<file path="src/rtl/gpio_port_pkg.sv">
package gpio_port_pkg;

  typedef enum logic [1:0] {
    ADDR_PINS = 2'd0,
    ADDR_DIR  = 2'd1,
    ADDR_SEL  = 2'd2,
    ADDR_NONE = 2'd3
  } regAddrE;

  typedef struct packed {
    logic    wrLatch;
    logic    wrDir;
    logic    wrSel;
    regAddrE rdPick;
  } portStrobeT;

endpackage

</file>
<file path="src/rtl/gpio_port_ctrl.sv">
module gpio_port_ctrl
  import gpio_port_pkg::*;
(
  input  logic       busWr,
  input  logic [1:0] busAddr,
  output portStrobeT strobes
);
  regAddrE addrKind;

  always_comb begin
    addrKind        = regAddrE'(busAddr);
    strobes.wrLatch = busWr && (addrKind == ADDR_PINS);
    strobes.wrDir   = busWr && (addrKind == ADDR_DIR);
    strobes.wrSel   = busWr && (addrKind == ADDR_SEL);
    strobes.rdPick  = addrKind;
  end
endmodule

</file>
<file path="src/rtl/gpio_port_datapath.sv">
module gpio_port_datapath
  import gpio_port_pkg::*;
#(
  parameter int WIDTH       = 8,
  parameter int SYNC_STAGES = 2
) (
  input  logic             clk,
  input  logic             rst,
  input  portStrobeT       strobes,
  input  logic [WIDTH-1:0] wrData,
  input  logic [WIDTH-1:0] periOut,
  input  logic [WIDTH-1:0] periOe,
  input  logic [WIDTH-1:0] padIn,
  output logic [WIDTH-1:0] padOut,
  output logic [WIDTH-1:0] padOe,
  output logic [WIDTH-1:0] rdData,
  output logic [WIDTH-1:0] latchQ,
  output logic [WIDTH-1:0] dirQ,
  output logic [WIDTH-1:0] selQ,
  output logic [WIDTH-1:0] syncQ
);
  localparam logic [WIDTH-1:0] ALL_INPUT = '1;

  logic [WIDTH-1:0] syncChain [SYNC_STAGES];

  always_ff @(posedge clk) begin
    if (rst) begin
      latchQ <= '0;
      dirQ   <= ALL_INPUT;
      selQ   <= '0;
    end else begin
      if (strobes.wrLatch) latchQ <= wrData;
      if (strobes.wrDir)   dirQ   <= wrData;
      if (strobes.wrSel)   selQ   <= wrData;
    end
  end

  generate
    for (genvar st = 0; st < SYNC_STAGES; st++) begin : gSync
      always_ff @(posedge clk) begin
        if (rst) syncChain[st] <= '0;
        else if (st == 0) syncChain[st] <= padIn;
        else syncChain[st] <= syncChain[(st == 0) ? 0 : st-1];
      end
    end
  endgenerate

  assign syncQ = syncChain[SYNC_STAGES-1];

  generate
    for (genvar p = 0; p < WIDTH; p++) begin : gPin
      assign padOut[p] = selQ[p] ? periOut[p] : latchQ[p];
      assign padOe[p]  = selQ[p] ? periOe[p]  : ~dirQ[p];
    end
  endgenerate

  always_comb begin
    case (strobes.rdPick)
      ADDR_PINS: rdData = syncQ;
      ADDR_DIR:  rdData = dirQ;
      ADDR_SEL:  rdData = selQ;
      default:   rdData = '0;
    endcase
  end
endmodule

</file>
<file path="src/rtl/gpio_override_port.sv">
module gpio_override_port
  import gpio_port_pkg::*;
#(
  parameter int WIDTH       = 8,
  parameter int SYNC_STAGES = 2
) (
  input  logic             clk,
  input  logic             rst,
  input  logic             busWr,
  input  logic [1:0]       busAddr,
  input  logic [WIDTH-1:0] busWrData,
  output logic [WIDTH-1:0] busRdData,
  input  logic [WIDTH-1:0] periOut,
  input  logic [WIDTH-1:0] periOe,
  input  logic [WIDTH-1:0] padIn,
  output logic [WIDTH-1:0] padOut,
  output logic [WIDTH-1:0] padOe
);
  portStrobeT       strobes;
  logic [WIDTH-1:0] latchQ;
  logic [WIDTH-1:0] dirQ;
  logic [WIDTH-1:0] selQ;
  logic [WIDTH-1:0] syncQ;

  gpio_port_ctrl uCtrl (
    .busWr   (busWr),
    .busAddr (busAddr),
    .strobes (strobes)
  );

  gpio_port_datapath #(
    .WIDTH       (WIDTH),
    .SYNC_STAGES (SYNC_STAGES)
  ) uData (
    .clk     (clk),
    .rst     (rst),
    .strobes (strobes),
    .wrData  (busWrData),
    .periOut (periOut),
    .periOe  (periOe),
    .padIn   (padIn),
    .padOut  (padOut),
    .padOe   (padOe),
    .rdData  (busRdData),
    .latchQ  (latchQ),
    .dirQ    (dirQ),
    .selQ    (selQ),
    .syncQ   (syncQ)
  );
endmodule

</file>
<file path="config.mk">
export PLATFORM = sky130hd
export DESIGN_NAME = gpio_override_port
export DESIGN_NICKNAME = d
export VERILOG_FILES = /design/src/rtl/gpio_port_pkg.sv /design/src/rtl/gpio_port_ctrl.sv /design/src/rtl/gpio_port_datapath.sv /design/src/rtl/gpio_override_port.sv
export SDC_FILE = /design/constraint.sdc
export NUM_CORES = 1
export LEC_CHECK = 0
export BUFFER_PORTS_ARGS = -buffer_cell sky130_fd_sc_hd__buf_2
export CAP_MARGIN = 10
export CORE_UTILIZATION = 30
export DETAILED_ROUTE_END_ITERATION = 10
export PLACE_DENSITY = 0.52
export SLEW_MARGIN = 30
export SYNTH_ARGS = -nofsm -noshare
export SYNTH_HDL_FRONTEND = slang
export SYNTH_SLANG_ARGS = --single-unit
</file>
<file path="constraint.sdc">
create_clock -name clk -period 2.6 [get_ports clk]
set_clock_uncertainty 0.05 [all_clocks]
set_input_delay 0.26 -clock clk [delete_from_list [all_inputs] [get_ports clk]]
set_output_delay 0.26 -clock clk [all_outputs]
set_load 0.02 [all_outputs]
</file>
======== Yosys cells after proc, flatten, opt, wreduce, memory -nomap -nowiden ========
Memory sizes are Yosys's and may differ from the RTL's.
Cells that the tools add are included.
cells by class
  reductions and logical operators ........ 4
  bitwise operators ....................... 10
  equality and inequality tests ........... 2
  muxes and demuxes ....................... 22
operators by type and width
  kind                                                              number
  8-bit one-hot mux with 3 select lines                             1
  1-bit two-way mux                                                 19
  8-bit two-way mux                                                 2
  1-bit NOT                                                         8
  1-bit logical AND                                                 3
  2-bit by 1-bit == test with 1-bit output (second input constant)  1
  2-bit == test (second input constant)                             1
  2-bit logical NOT                                                 1
  1-bit bitwise OR                                                  2
storage, ports and cells
  logic and storage cells ................. 42
  input port bits ......................... 37
  output and inout bits ................... 24
  memories ................................ 1
  flip-flop bits (word level) ............. 24
  memory bits (writable) .................. 16
memory list
  name             words  bits a word  read ports  clocked after Yosys merged registers in  wr ports  RTL line                  RTL
  uData.syncChain  2      8            2           0                                        2         gpio_port_datapath.sv:24  logic [WIDTH-1:0] syncChain [SYNC_STAGES];

======== Depth between registers and ports, before layout ========
Gate-level depths: netlist (run 1).
  word-level depth ........................ 3
  mapped depth ............................ 4
  mapped depth without buffers ............ 2

======== Modules after synthesis ========
Synthesis (run 1) repeated with hierarchy kept, for this count alone.
unflattened totals
  cells, all modules ...................... 160
  area, all modules ....................... 1669.1 µm²
by module, submodules not included
  module              cells each  sequential area each (µm²)  times used  area each (µm²)
  gpio_port_datapath  155         800.8                       1           1624.1
  gpio_port_ctrl      5           0.0                         1           45.0

======== Worst setup path before layout (run 1) ========
No wires, ideal clock.
  kind .................................... input-to-output
  from .................................... input busAddr[1]
  to ...................................... output busRdData[0]
  data required time ...................... 2290 ps
  stages .................................. 4
  buffers on the path ..................... 2
  path slack .............................. 1379 ps
  data arrival time ....................... 911 ps
  path through ............................ buf_4 > and2b_1 > buf_4 > o2bb2ai_1
between the ends
  longest elaborated chain between the ends .. 2
  elaborated cells between the ends (all ways) .. 4
  classes of those cells .................. 2 x eq/ne; 1 x mux; 1 x reduce/logical
ends and longest elaborated chain
  item                                       RTL line                  RTL
  start, declared                            gpio_override_port.sv:10  input logic [1:0] busAddr,
  2-bit == test (tied with other cells)      gpio_port_datapath.sv:58  case (strobes.rdPick)
  8-bit one-hot mux with 3 select lines (*)  gpio_port_datapath.sv:58
  end, declared                              gpio_override_port.sv:12  output logic [WIDTH-1:0] busRdData,
Every way passes the cells marked *; elsewhere a longest branch is shown, timed or not.

======== Worst setup path after layout (run 1) ========
  from .................................... register uData.selQ[7]
  to ...................................... output padOut[7]
between the ends
  longest elaborated chain between the ends .. 1
ends and longest elaborated chain
  item                    RTL line                  RTL
  start, declared         gpio_port_datapath.sv:19  output logic [WIDTH-1:0] selQ,
  start signal, assigned  gpio_port_datapath.sv:34  if (strobes.wrSel) selQ <= wrData;
  1-bit two-way mux       gpio_port_datapath.sv:52  assign padOut[p] = selQ[p] ? periOut[p] : latchQ[p];
  end, declared           gpio_override_port.sv:16  output logic [WIDTH-1:0] padOut,
Every way passes these cells.

==> flow_summary.toml, run 1 <==
[run_status]
outcome = "completed"

[yosys]
syn_area_mm2 = 0.00179
synthesis.nets = 213
synthCells = 176
synth_cell_type_count = 17
seq_area_frac_synth_pct = 44.7
ys_warn_count = 0
ys_seq_elements = 40
syn_avg_cell_area_um2 = 10.2

[finish]
antennaDiodeCount = 0
nets = 268
num-fill-cells = 594
fin_cells = 304
syn2layout_area_growth_pct = 24.2
layout-drive-gt1-share_pct = 33.6

[global_routing]
grt_use_met1_pct = 16.8
met2_usage_pct = 19.1
grt_max_degree = 57
grt-busiest-layer = "met2"
grt_overflow = 0
grt_pass1_vias = 1221
met3_usage_pct = 3.45
grt_usage_pct = 12.8
grt_pass1_wl_um = 6000
antenna_found_initial = 0

[clock_tree]
htree_levels = 2
clk_pin_slew_ns = 0.07
numClockSinks = 40
numCtsBuffers = 5
holdBufCountCts = 0
cts_setup_buffers = 0
clk_path_buf_depth = 2
cts_tree = "yes"
root_buffer = "clkbuf_8"
cts_resized = 0
clock_latency_ns = 0.29

[routing]
wl_um = 3800
wl_per_cell_um = 12.5
drtAntennaViolNets = 0
drt_pass1_iterations = 4
drcViolationCount = 0
drt_iter0_markers = 44
routed_via_density = 4.41
num_vias = 1342

[worst_setup_path]
path_class = "reg -> out"
worst-path-max-fanout = 5
cp_slowest_stage_delay_ns = 0.44
required_ns = 2.29
cp_cell_sequence = "mux2_2 > buf_2"
cp-start-kind = "flop"
arrival_ns = 1.24
cp_slowest_cell = "dfxtp_1"
endpoint_kind = "output pin"

[sta]
fin_ws_ns = 1.05
max_freq_mhz = 644
slew-limit-headroom_pct = 43.9
maxSlewViolCount = 0
fin_crit_ns = 1.55
finalSetupViolCount = 0
finalCritPeriodShare_pct = 59.7
rsz0062_at_grt = "no"
hold_viol_final = 0
tightest_slew_ns = 0.838
final.setup.tns_ns = 0

[die]
fp-row-count = 27
die_x_um = 79.3
start_util_pct = 31.8
die_h_um = 79.3
die-area_mm2 = 0.00629
io_pins = 61
coreArea_mm2 = 0.00564

[pwr]
ir_worst_vdd_mv = 0.231
leakagePower_nw = 1.02
powerDensity_mw_per_mm2 = 616

[worst_hold_path]
min_path_type = "in -> reg"

[place]
gp_congestion = 0.708
port_buffers = 60
pre_cts_ws_ns = 0.996
dp_cells = 296
hpwlAfterDp_um = 2710

[job]
cap_violations = 0
==> flip-flops by register name (all words and copies together), names as in the netlist <==
register,cells
uData.syncChain,16
uData.selQ,8
uData.dirQ,8
uData.latchQ,8
==> synthesized netlist by cell type <==
library cell,n,area [um2]
nand2_1,8,30.0
nand3b_4,1,20.0
nand2b_1,24,150
o21ai_0,8,40.0
buf_2,3,15.0
and2b_1,1,7.51
mux2_2,8,90.1
buf_6,3,33.8
nor2_1,16,60.1
o2bb2ai_1,8,70.1
buf_4,3,22.5
nor2b_1,16,100
and3b_1,1,8.76
dfxtp_1,40,801
clkbuf_1,3,11.3
mux2i_1,32,320
nor3b_2,1,12.5
==> critical path: cells and delay by family (launching register included) <==
family,cells,cell delay [ns]
flip-flops,1,0.44
multiplexers,1,0.36
buffers and inverters,1,0.16
==> cell families after synthesis <==
| group | share of synthesized area (%) |
|---|---|
| compound gates | 6.14 |
| buf+inv | 4.61 |
| flops | 44.7 |
| mux | 22.9 |
| simple gates | 21.7 |
==> layout make-up <==
class	instances	area, um2	area share [%]
clock buffer	7	96.3	4.33
clock inverter	1	30.0	1.35
multi-input combinational	124	910	40.8
sequential	40	801	36.0
tap	72	90.1	4.04
timing repair buffer	60	300	13.5
==> routing by layer <==
| layer | share of wire (%) | up-vias |
|---|---|---|
| met5 | 0 | - |
| met4 | 1.8 | 0 |
| met3 | 6.6 | 7 |
| met2 | 42 | 47 |
| met1 | 49 | 588 |
| li1 | - | 700 |
==> power breakdown <==
| part | internal (mW) | switching, mW | total (mW) |
|---|---|---|---|
| clock | 0.339 | 0.210 | 0.549 |
| combinational | 0.0791 | 0.0917 | 0.171 |
| sequential | 0.637 | 0.0158 | 0.653 |
==> path summary, 6_finish.rpt <==
check                                            from                     to  slack (ns)  cells after the start
worst max-delay path                    uData.selQ[7]              padOut[7]        1.05                      2
worst min-delay path                         padIn[0]  uData.syncChain[0][0]        0.12                      2
worst max register to register          uData.selQ[2]          uData.selQ[2]        1.85                      2
worst min register to register  uData.syncChain[0][3]  uData.syncChain[1][3]        0.39                      1
==> per-stage QoR <==
step	area (um2)	hold WS, ns	total power, mW	utilization, %
after floorplan	1790	0.338	0.780	-
after global placement	2100	0.373	0.840	37.2
after detailed placement	2100	0.374	0.840	37.2
after CTS	2230	0.115	1.39	39.5
after global routing	2230	0.128	1.43	39.5
final	2230	0.125	1.37	39.5
==> layout by cell type (no fill, tap or decap), drive strengths merged <==
cell type	n
nor3b	1
nand2b	24
mux2i	32
mux2	8
nand2	8
dfxtp	40
nand3b	1
nor2	16
clkbuf	7
o21ai	8
and2b	1
o2bb2ai	8
nor2b	16
bufinv	1
and3b	1
buf	60
Note: power is estimated with default switching activity, not from simulation.
==> run 2, diff against run 1 <==
- clock period: 2.6 -> 1.5 ns (I/O delays scaled with it)
==> run 2 against run 1 <==
- clock power grew 54%
- largest power group unchanged
- die area unchanged
- sequential cell count stayed put
- highest routed layer unchanged
- setup slack got worse by 0.99 ns
- sequential share of layout area down 0.62 points
- total power up 67%
- critical endpoint is now padOut[2]
- critical path depth unchanged
==> flow_summary.toml, run 2 (synthesis gave the netlist of run 1 again) <==
[run_status]
outcome = "completed"

[clock_tree]
clock_latency_ns = 0.28
root_buffer = "clkbuf_8"
cts_setup_buffers = 0
cts_tree = "yes"
cts_resized = 0
holdBufCountCts = 0
numClockSinks = 40
htree_levels = 2
clk_path_buf_depth = 2
numCtsBuffers = 5
clk_pin_slew_ns = 0.08

[sta]
maxSlewViolCount = 0
worst_hold_slack_ns = 0.0166
fin_ws_ns = 0.0571
hold_viol_final = 0
tightest_slew_ns = 0.342
slew-limit-headroom_pct = 77.2
final.setup.tns_ns = 0
finalCritPeriodShare_pct = 96.2
rsz0062_at_grt = "no"
fin_crit_ns = 1.44
finalSetupViolCount = 0
max_freq_mhz = 693

[place]
dp_cells = 302
pre_cts_ws_ns = 0.277
gp_congestion = 0.749
port_buffers = 60
hpwlAfterDp_um = 2760

[global_routing]
grt_pass1_vias = 1345
antenna_found_initial = 0
grt_usage_pct = 13.4
grt_overflow = 0
grt_max_degree = 33
grt_pass1_wl_um = 6410

[worst_setup_path]
cp_top_family = "flip-flops"
path_class = "reg -> out"
cp_slowest_cell = "dfxtp_1"
r2r_slack_ns = 0.74
cp-start-kind = "flop"
arrival_ns = 1.24
regToRegEndpoint = "uData.selQ[2]"
cp_slowest_stage_delay_ns = 0.45
r2r_cells = 2
reg2reg_from = "uData.selQ[2]"
cp_num_buf_inv = 1
worst-path-max-fanout = 5
required_ns = 1.30
cp_cell_sequence = "mux2_2 > buf_2"
endpoint_kind = "output pin"

[finish]
fin_cells = 310
syn2layout_area_growth_pct = 26.4
regMostFlops = "uData.syncChain"
num-fill-cells = 560
layout-drive-gt1-share_pct = 34.9
final_cell_mix = "buf_2, dfxtp_1, mux2i_1"
layout_commonest_cell = "buf_2"
largest_reg_flops = 16
nets = 274
antennaDiodeCount = 0

[pwr]
powerDensity_mw_per_mm2 = 1010
power_mw = 2.29
leakagePower_nw = 1.05
ir_worst_vdd_mv = 0.403

[routing]
num_vias = 1401
routed_via_density = 4.52
drtAntennaViolNets = 0
drt_pass1_iterations = 4
wl_um = 3780
drcViolationCount = 0
drt_iter0_markers = 84
wl_per_cell_um = 12.2

[die]
start_util_pct = 31.8
die_x_um = 79.3
die-area_mm2 = 0.00629
coreArea_mm2 = 0.00564
die_h_um = 79.3
fp-row-count = 27
io_pins = 61

[worst_hold_path]
holdCritStartpoint = "padIn[6]"
min_path_cells = 2
min_path_type = "in -> reg"
min_to = "uData.syncChain[0][6]"

[job]
cap_violations = 0
-- run 2: cell count changes in the layout (fill, tap and decap cells not counted), sizes merged --
cell and delta:
clkbuf -1, buf +6, clkinv +1
-- run 2: final cells by class --
cell class                      instances  area [um2]  share of cell area [%]
Sequential cell                        40         801                    35.3
Clock buffer                            6        72.6                    3.20
Multi-Input combinational cell        124         910                    40.1
Timing Repair Buffer                   66         358                    15.8
Clock inverter                          2        35.0                    1.55
Tap cell                               72        90.1                    3.98
-- run 2: worst register-to-register path, delay by kind of cell (launching register included) --
family           cells  cell delay [ns]
flip-flops           1             0.45
multiplexers         1             0.12
AND/OR/NAND/NOR      1             0.08
-- run 2: how the worst max path moves through the flow --
| stage | end | startpoint | slack (ns) | depth (start not counted) |
|---|---|---|---|---|
| floorplan | padOe[7] | uData.selQ[7] | 0.48 | 1 |
| global placement | busRdData[4] | busAddr[1] | 0.29 | 4 |
| detailed placement | busRdData[1] | busAddr[1] | 0.28 | 4 |
| CTS | padOut[2] | uData.selQ[2] | 0.03 | 2 |
| global route | padOut[2] | uData.selQ[2] | 0.0005 | 2 |
| finish | padOut[2] | uData.selQ[2] | 0.06 | 2 |
-- run 2: layer usage --
layer  share of wire (%)  GRT usage, %
met1                  49          17.3
met2                  44          20.9
met3                 6.1          4.60
met4                0.61          3.82
met5                   0             0
-- run 2: metrics by stage --
step | utilization [%] | cell area (um2)
final | 40.2 | 2270
after global routing | 40.2 | 2270
after global placement | 38.3 | 2160
after detailed placement | 38.3 | 2160
after CTS | 40.2 | 2270
after floorplan | - | 1790
-- run 2: where the power goes --
| part | internal (mW) | switching (mW) | leakage, nW |
|---|---|---|---|
| registers | 1.10 | 0.0255 | 0.328 |
| logic | 0.149 | 0.164 | 0.665 |
| clock network | 0.494 | 0.355 | 0.0552 |
==> run 3, diff against run 2 <==
- ABC_AREA: default -> 1
- PLACE_DENSITY: 0.52 -> 0.53
==> run 3 against run 2 <==
- sequential cell count did not move
- non-clock buffer count fell by 2
- global-route usage rose by 0.59 points
- sequential share of layout area rose by 1.1 points
- core utilization fell by 0.46 points
- synthesized cell count rose by 47%
- total power fell by 2.6%
==> flow_summary.toml, run 3 <==
[worst_setup_path]
endpoint = "busRdData[2]"
cp_top_family = "buffers and inverters"
path_class = "in -> out"
cp_slowest_cell = "o211ai_1"
endpoint_kind = "output pin"
cp.depth = 5
cp_common_cell = "buf_2"
regToRegEndpoint = "uData.selQ[2]"
cp-start-kind = "input port"
worst-path-max-fanout = 8
r2r_slack_ns = 0.71
arrival_ns = 1.16
required_ns = 1.30
cp_num_buf_inv = 3
r2r_cells = 4
cp_cell_sequence = "buf_2 > inv_1 > nand2_1 > o211ai_1 > buf_2"
cp_slowest_stage_delay_ns = 0.29
reg2reg_from = "uData.selQ[2]"
setup.worst_path.start = "busAddr[0]"

[place]
gp_congestion = 0.749
place_area_mm2 = 0.00211
port_buffers = 60
pre_cts_ws_ns = 0.149
hpwlAfterDp_um = 2850

[yosys]
syn_avg_cell_area_um2 = 6.71
synth.area.top_cells = "dfxtp_1, nand2_1, nor2_1"
yosysTopAreaCell = "dfxtp_1"
synthCells = 258
ys_async_sr_fraction_pct = 0
synthesis.nets = 295
ys_top_cells_by_count = "nand2_1, dfxtp_1, nor2_1"
synth_top_area_share_pct = 46.2
synth_edf_count = 0
synth_cell_type_count = 15
syn_area_mm2 = 0.00173
ys_warn_count = 0
synth_ff_type = "dfxtp_1"
seq_area_frac_synth_pct = 46.2
ys_seq_elements = 40
synth.most_common_cell = "nand2_1"

[routing]
routed_via_density = 4.23
drtAntennaViolNets = 0
num_vias = 1652
wl_um = 4020
drt_pass1_iterations = 4
drcViolationCount = 0
wl_per_cell_um = 10.3
drt_iter0_markers = 101

[finish]
syn2layout_area_growth_pct = 27.0
num-fill-cells = 614
largest_reg_flops = 16
final_area_mm2 = 0.00220
layout-drive-gt1-share_pct = 23.5
antennaDiodeCount = 0
final_cell_mix = "nand2_1, buf_2, nor2_1, dfxtp_1, inv_1"
nets = 355
layout_commonest_cell = "nand2_1"
regMostFlops = "uData.syncChain"

[die]
coreArea_mm2 = 0.00554
die-area_mm2 = 0.00608
start_util_pct = 31.3
die_x_um = 78.0
die_h_um = 78.0
io_pins = 61
fp-row-count = 27

[pwr]
leakagePower_nw = 1.18
powerDensity_mw_per_mm2 = 1010
ir_worst_vdd_mv = 0.454
power_mw = 2.23

[global_routing]
grt_max_degree = 25
grt_pass1_wl_um = 6600
grt_usage_pct = 14.0
antenna_found_initial = 0
grt_pass1_vias = 1432
grt_overflow = 0

[sta]
slew-limit-headroom_pct = 73.7
worst_hold_slack_ns = 0.0149
hold_viol_final = 0
tightest_slew_ns = 0.393
fin_ws_ns = 0.142
maxSlewViolCount = 0
max_freq_mhz = 736
rsz0062_at_grt = "no"
finalSetupViolCount = 0
fin_crit_ns = 1.36
final.setup.tns_ns = 0
finalCritPeriodShare_pct = 90.5

[clock_tree]
cts_tree = "yes"
numClockSinks = 40
htree_levels = 2
clock_latency_ns = 0.28
numCtsBuffers = 5
root_buffer = "clkbuf_8"
clk_pin_slew_ns = 0.07
clk_path_buf_depth = 2
holdBufCountCts = 0
cts_resized = 0
cts_setup_buffers = 0

[run_status]
outcome = "completed"

[job]
cap_violations = 0

[worst_hold_path]
min_path_type = "in -> reg"
holdCritStartpoint = "padIn[3]"
## run 3: cell types whose count changed in the layout (fill, tap and decap cells not counted), sizes merged, moves of 16 or more
cell    before  now
nand3        0   25
nor2b       16    0
nor2        16   42
inv          0   34
nand2        8   82
mux2i       32    0
nand2b      24    0
## run 3: cells by family after synthesis
kind of cell           Yosys count  synth area share (%)
flip-flops                      40                  46.2
buffers and inverters           45                  10.7
AND/OR/NAND/NOR                149                  35.0
AO/OA/AOI/OAI                   24                  8.09
## run 3: metrics by stage
step | std cells | util (%)
after detailed placement | 383 | 38.0
final | 391 | 39.7
after CTS | 391 | 39.7
after global placement | 383 | 38.0
after floorplan | 258 | -
after global routing | 391 | 39.7
## run 3: worst min-delay path: stages
cell	delay, ns
buf_2	0.07
inv_1	0.03
nor2_1	0.06
## run 3: area by class of cell
cell class	count	area (um2)	area share (%)
inverter	34	128	5.80
tap	72	90.1	4.10
clock buffer	6	82.6	3.75
multi-input combinational	173	746	33.9
clock inverter	2	10.0	0.455
sequential	40	801	36.4
timing repair buffer	64	343	15.6
## run 3: worst min-delay path by stage
stage	endpoint	cells past startpoint
floorplan	uData.syncChain[0][0]	2
global placement	uData.syncChain[0][4]	3
detailed placement	uData.syncChain[0][4]	3
CTS	uData.syncChain[0][4]	3
global route	uData.syncChain[0][4]	3
finish	uData.syncChain[0][3]	3
## run 3: power by group
group          switching (mW)  internal (mW)  total, mW
Combinational           0.228          0.138      0.366
Sequential             0.0307           1.12       1.15
Clock                   0.353          0.367      0.720
Total                   0.612           1.62       2.23
## run 3: per-layer routing
metal / vias to the layer above / share of wire (%) / GRT usage [%]
li1: 907 / - / -
met1: 691 / 49 / 17.8
met2: 50 / 43 / 22.0
met3: 4 / 6.6 / 4.35
met4: 0 / 1.0 / 5.00
met5: - / 0 / 0
